### src/rtl/burst_sram.sv
module burst_sram #(
  parameter int ADDR_W = 6,
  parameter int LANES  = 2,
  parameter int LANE_W = 9
) (
  input  logic                     clk,
  input  logic                     rst_n,
  input  logic [ADDR_W-1:0]        addr,
  input  logic                     ce1_n,
  input  logic                     ce2,
  input  logic                     ce3_n,
  input  logic                     strb_p_n,
  input  logic                     strb_c_n,
  input  logic                     adv_n,
  input  logic                     order_il,
  input  logic                     gw_n,
  input  logic                     we_n,
  input  logic [LANES-1:0]         bw_n,
  input  logic                     oe_n,
  input  logic [LANES*LANE_W-1:0]  din,
  output logic [LANES*LANE_W-1:0]  dout,
  output logic                     dout_en
);
  localparam int DW    = LANES * LANE_W;
  localparam int DEPTH = 1 << ADDR_W;

  logic [DW-1:0]     mem [DEPTH];
  logic              act;
  logic [ADDR_W-1:0] base;
  logic [1:0]        k;
  logic              s1_rd;
  logic [ADDR_W-1:0] s1_addr;
  logic              q_vld;
  logic [DW-1:0]     q_data;

  logic              ld_p, ld_c, load, sel_ok;
  logic [LANES-1:0]  lane_we;
  logic              wr_any;
  logic              nxt_act;
  logic [ADDR_W-1:0] nxt_base;
  logic [1:0]        nxt_k, lo;
  logic              cyc_go, cyc_wr, cyc_rd;
  logic [ADDR_W-1:0] cyc_addr;

  assign ld_p    = !strb_p_n && !ce1_n;
  assign ld_c    = !ld_p && !strb_c_n;
  assign load    = ld_p || ld_c;
  assign sel_ok  = !ce1_n && ce2 && !ce3_n;
  assign lane_we = gw_n ? (we_n ? '0 : ~bw_n) : '1;
  assign wr_any  = |lane_we;

  assign nxt_act  = load ? sel_ok : act;
  assign nxt_base = load ? addr : base;
  assign nxt_k    = load ? 2'd0 : ((act && !adv_n) ? k + 2'd1 : k);
  assign lo       = order_il ? (nxt_base[1:0] ^ nxt_k) : (nxt_base[1:0] + nxt_k);
  assign cyc_addr = {nxt_base[ADDR_W-1:2], lo};
  assign cyc_go   = nxt_act;
  assign cyc_wr   = cyc_go && wr_any && !ld_p;
  assign cyc_rd   = cyc_go && !cyc_wr;

  always_ff @(posedge clk or negedge rst_n) begin
    if (!rst_n) begin
      act     <= 1'b0;
      base    <= '0;
      k       <= 2'd0;
      s1_rd   <= 1'b0;
      s1_addr <= '0;
      q_vld   <= 1'b0;
      q_data  <= '0;
    end else begin
      act     <= nxt_act;
      base    <= nxt_base;
      k       <= nxt_k;
      s1_rd   <= cyc_rd;
      s1_addr <= cyc_addr;
      q_vld   <= s1_rd;
      q_data  <= mem[s1_addr];
    end
  end

  always_ff @(posedge clk or negedge rst_n) begin
    if (!rst_n) begin
      for (int i = 0; i < DEPTH; i++) mem[i] <= '0;
    end else if (cyc_wr) begin
      for (int l = 0; l < LANES; l++)
        if (lane_we[l]) mem[cyc_addr][l*LANE_W +: LANE_W] <= din[l*LANE_W +: LANE_W];
    end
  end

  assign dout    = q_data;
  assign dout_en = q_vld && !oe_n;

  AST_DESEL_FLOAT: assert property (@(posedge clk) disable iff (!rst_n)
    ((!strb_c_n || (!strb_p_n && !ce1_n)) && (ce1_n || !ce2 || ce3_n)) |=> ##1 !q_vld);
  AST_PROC_READ: assert property (@(posedge clk) disable iff (!rst_n)
    (!strb_p_n && !ce1_n && ce2 && !ce3_n) |=> s1_rd);
  AST_SUSPEND_HOLD: assert property (@(posedge clk) disable iff (!rst_n)
    (strb_c_n && (strb_p_n || ce1_n) && adv_n) |=> ($stable(k) && $stable(base)));
  AST_ADV_STEP: assert property (@(posedge clk) disable iff (!rst_n)
    (strb_c_n && (strb_p_n || ce1_n) && !adv_n && act) |=> (k == $past(k) + 2'd1));
  AST_IDLE_CONT: assert property (@(posedge clk) disable iff (!rst_n)
    (strb_c_n && (strb_p_n || ce1_n) && !act) |=> !s1_rd);
endmodule

### config.mk
export PLATFORM = sky130hd
export DESIGN_NAME = burst_sram
export DESIGN_NICKNAME = d
export VERILOG_FILES = /design/src/rtl/burst_sram.sv
export SDC_FILE = /design/constraint.sdc
export NUM_CORES = 2
export LEC_CHECK = 0
export BUFFER_PORTS_ARGS = -buffer_cell sky130_fd_sc_hd__buf_2
export CORE_MARGIN = 3
export CORE_UTILIZATION = 50
export DETAILED_ROUTE_END_ITERATION = 8
export GPL_TIMING_DRIVEN = 0
export PLACE_DENSITY = 0.74
export SETUP_SLACK_MARGIN = 0.3
export SLEW_MARGIN = 5
export SYNTH_ARGS = -nofsm -noshare
export SYNTH_HDL_FRONTEND = slang
export SYNTH_SLANG_ARGS = --single-unit
export TNS_END_PERCENT = 100
### constraint.sdc
create_clock -name clk -period 5.3 [get_ports clk]
set_input_delay 0.53 -clock clk [delete_from_list [all_inputs] [get_ports clk]]
set_output_delay 0.53 -clock clk [all_outputs]
set_load 0.05 [all_outputs]
==> results.sh <==
export IMPL_status="completed"
export IMPL_power_density_nw_per_um2=349
export IMPL_hold_viol=0
export IMPL_ys_types=55
export IMPL_cts_num_sinks=1183
export IMPL_combPwrFrac_pct=11.6
export IMPL_cp_num_cells=11
export IMPL_holdPathEnd="base[0]$_DFF_PN0_"
export IMPL_switching_share_pct=25.9
export IMPL_max_stage_delay_ps=1070
export IMPL_wl_um=161000
export IMPL_synth_fa_ha_area_share_pct=0.0232
export IMPL_synth_area_mux_share_pct=36.6
export IMPL_synth_edf_count=0
export IMPL_setup_worst_path_end_class="flip-flop"
export IMPL_fin_nets=3721
export IMPL_p_leak_nw=29.0
export IMPL_fp_coreArea_sq_um=106000
export IMPL_finalPower_mw=21.1
export IMPL_synth_simple_gate_area_share_pct=4.34
export IMPL_ir_drop_uv=257
export IMPL_die_w_um=334
export IMPL_dieArea_sq_um=112000
export IMPL_vias=33191
export IMPL_numCtsBuffers=119
export IMPL_path_class="in2reg"
export IMPL_clkLatencyLatePin_ps=730
export IMPL_postRouteAntennaNets=0
export IMPL_synth_xor_area_share_pct=0.167
export IMPL_switchingPower_mw=5.47
export IMPL_first_pass_iters=6
export IMPL_grt_max_degree=158
export IMPL_mostFrequentLayoutCells="dfrtp_1 (1183), mux2_2 (1119), mux4_2 (252), clkbuf_1 (206), clkbuf_16 (124)"
export IMPL_cts_tree="done"
export IMPL_grt_pass1_wl_um=235000
export IMPL_ys_flop_type="dfrtp_1"
export IMPL_finalMaxSlewViolations=0
export IMPL_min_from="addr[0]"
export IMPL_yosysWarningCount=0
export IMPL_worst_ep_arrival_time_ps=5670
export IMPL_place_congestion=0.995
export IMPL_synthesis_nets=3551
export IMPL_crit_buf_inv=4
export IMPL_p_int_mw=15.7
export IMPL_rsz0062_at_grt="false"
export IMPL_r2r_start="act$_DFF_PN0_"
export IMPL_reg2reg_depth=10
export IMPL_synth_top_family_by_area="multiplexers"
export IMPL_portBuffers=38
export IMPL_final_common_cell="dfrtp_1"
export IMPL_floorplan_initialDensity_pct=50.8
export IMPL_post_route_period_util_pct=95.8
export IMPL_synthCells=3512
export IMPL_synth_top_cell_by_area="dfrtp_1"
export IMPL_post_dp_hpwl_um=113000
export IMPL_seq_power_share_pct=45.2
export IMPL_finalClockSkew_ps=36.0
export IMPL_root_buffer="clkbuf_16"
export IMPL_critical_path_top_delay_family="buffers and inverters"
export IMPL_synth_compound_area_share_pct=1.90
export IMPL_rr_endpoint="mem[871]$_DFFE_PN0P_"
export IMPL_period_needed_ps=5080
export IMPL_cts_setup_buffers=0
export IMPL_drive_gt1_share_pct=46.9
export IMPL_synthArstFlopShare_pct=100
export IMPL_grt_antenna_before_repair=4
export IMPL_path_max_fanout=10
export IMPL_worst_setup_path_start_kind="primary input"
export IMPL_cts_max_level=3
export IMPL_slowest_stage="mux2i_1"
export IMPL_p_clk_share_pct=43.2
export IMPL_syn_to_final_growth_pct=12.1
export IMPL_global_route_usage_total_pct=28.8
export IMPL_grt_ovfl_total=0
export IMPL_ys_ff_latch=1183
export IMPL_rows=119
export IMPL_avgRoutedWirePerCell_um=31.1
export IMPL_maxCapViolations=0
export IMPL_drt_iter0_markers=3501
export IMPL_rrSetupSlack_ps=770
export IMPL_worst_pin_slew_ps=1400
export IMPL_fmax_ghz=0.197
export IMPL_fin_util_pct=57.0
export IMPL_clockBufferDepth=3
export IMPL_grt_pass1_vias=33998
export IMPL_cts_resized=0
export IMPL_drcViolationCount=0
export IMPL_io_pins=57
export IMPL_yosysSeqAreaShare_pct=54.9
export IMPL_avgSynthCellArea_sq_um=15.4
export IMPL_clk_pin_slew_ps=60
export IMPL_min_path_type="in2reg"
export IMPL_cp_required_ps=5890
export IMPL_die_y_um=334
export IMPL_synth_cell_area_sq_um=53900
export IMPL_crit_chain="buf_2 > o21ai_0 > clkbuf_1 > nor2_1 > ha_1 > clkbuf_1 > o211ai_1 > mux2i_1 > buf_2 > nand2_2 > mux2_1"
export IMPL_synth_top_area_share_pct=54.9
export IMPL_holdPathStages=3
export IMPL_synth_area_leaders="dfrtp_1 (55%), mux2_2 (23%), mux4_2 (11%)"
export IMPL_slew_limit_headroom_pct=6.45
export IMPL_setup_violations=0
export IMPL_routed_via_density=6.41
-- logic make-up (layout without fill, tap and decap cells) --
kind of cell | after synthesis | in the layout
mux | 1511 | 1511
other cells | 0 | 5
fa+ha+maj | 1 | 1
compound gates | 139 | 139
flops | 1183 | 1183
simple gates | 396 | 396
xor+xnor | 6 | 6
buf+inv | 276 | 547
-- Yosys cell counts, drive strengths merged (2+ instances only) --
master,n
nand2b,9
nand4,39
nor2,93
nor4,2
mux4,252
and2,11
and3,4
xor2,2
buf,83
mux2,1152
nand3,56
a41oi,4
and4,4
o211ai,2
a221oi,14
nor3,21
a21oi,14
a211oi,16
dfrtp,1183
a22oi,76
clkbuf,187
mux2i,107
inv,6
xnor2,4
nor2b,12
o21ai,7
nand2,140
-- flip-flops by register name, indices dropped and copies added, names as in the netlist --
signal and cells:
mem 1152, q_vld 1, act 1, base 3, s1_addr 5, k 2
dout 18, s1_rd 1
-- stage by stage --
step / setup WS, ps / hold WS [ps] / std cells / instance area [sq um] / setup TNS, ps
2_1_floorplan: 2020 / 234 / 3512 / 53900 / 0
3_3_place_gp: -22000 / 337 / 4941 / 55900 / -
5_1_grt: 458 / 162 / 5175 / 60500 / 0
3_5_place_dp: -140 / 348 / 4949 / 56100 / -2730
6_report: 224 / 156 / 5179 / 60500 / 0
4_1_cts: 577 / 120 / 5172 / 60400 / 0
-- worst max path at each step --
stage / startpoint / endpoint / slack (ps)
2_1_floorplan: ce1_n / mem[810]$_DFFE_PN0P_ / 2020
3_3_place_gp: rst_n / mem[799]$_DFFE_PN0P_ / -22000
3_5_place_dp: strb_p_n / mem[989]$_DFFE_PN0P_ / -140
4_1_cts: strb_p_n / mem[989]$_DFFE_PN0P_ / 580
5_1_grt: strb_p_n / mem[879]$_DFFE_PN0P_ / 460
6_report: strb_p_n / mem[871]$_DFFE_PN0P_ / 220
-- repair_timing --
action | 4_1_cts | 5_1_grt
hold endpoints to repair | 101 | 0
endpoints found under the setup margin | 0 | 0
hold buffers | 1 | 0
-- power by group through the flow --
| stage | sequential, mW | combinational (mW) | clock (mW) |
|---|---|---|---|
| 3_5_place_dp | 9.71 | 2.38 | 0 |
| 6_report | 9.55 | 2.44 | 9.13 |
| 4_1_cts | 9.55 | 2.39 | 9.20 |
| 3_3_place_gp | 9.71 | 2.32 | 0 |
| 2_1_floorplan | 9.74 | 1.26 | 0 |
| 5_1_grt | 9.58 | 2.53 | 9.58 |
-- layer usage --
metal  up-vias  share of wire (%)  global-route usage, %
met5         -              0.047                      0
met4         4                5.0                   13.2
met3       412                9.4                   8.15
met2      1520                 45                   43.5
met1     17862                 41                   39.1
li1      13393                  -                      -
-- area by class of cell --
class                      instances  area, sq um
timing repair buffer              49          458
multi-input combinational       2053        23200
inverter                           6         22.5
clock buffer                     176         3580
buffer                           270         1110
sequential                      1183        29600
antenna                            5         12.5
tap                             1391         1740
clock inverter                    46          702
fill                            8244        45700
-- worst register-to-register path, stage by stage (launching register included) --
cell and delay, ps:
dfrtp_1 490, nor2b_1 230, xnor2_1 140, nor2_1 70, ha_1 380, clkbuf_1 380, o211ai_1 210, mux2i_1 1070
buf_2 690, nand2_2 350, mux2_1 390
(Power assumes the default switching activity.)
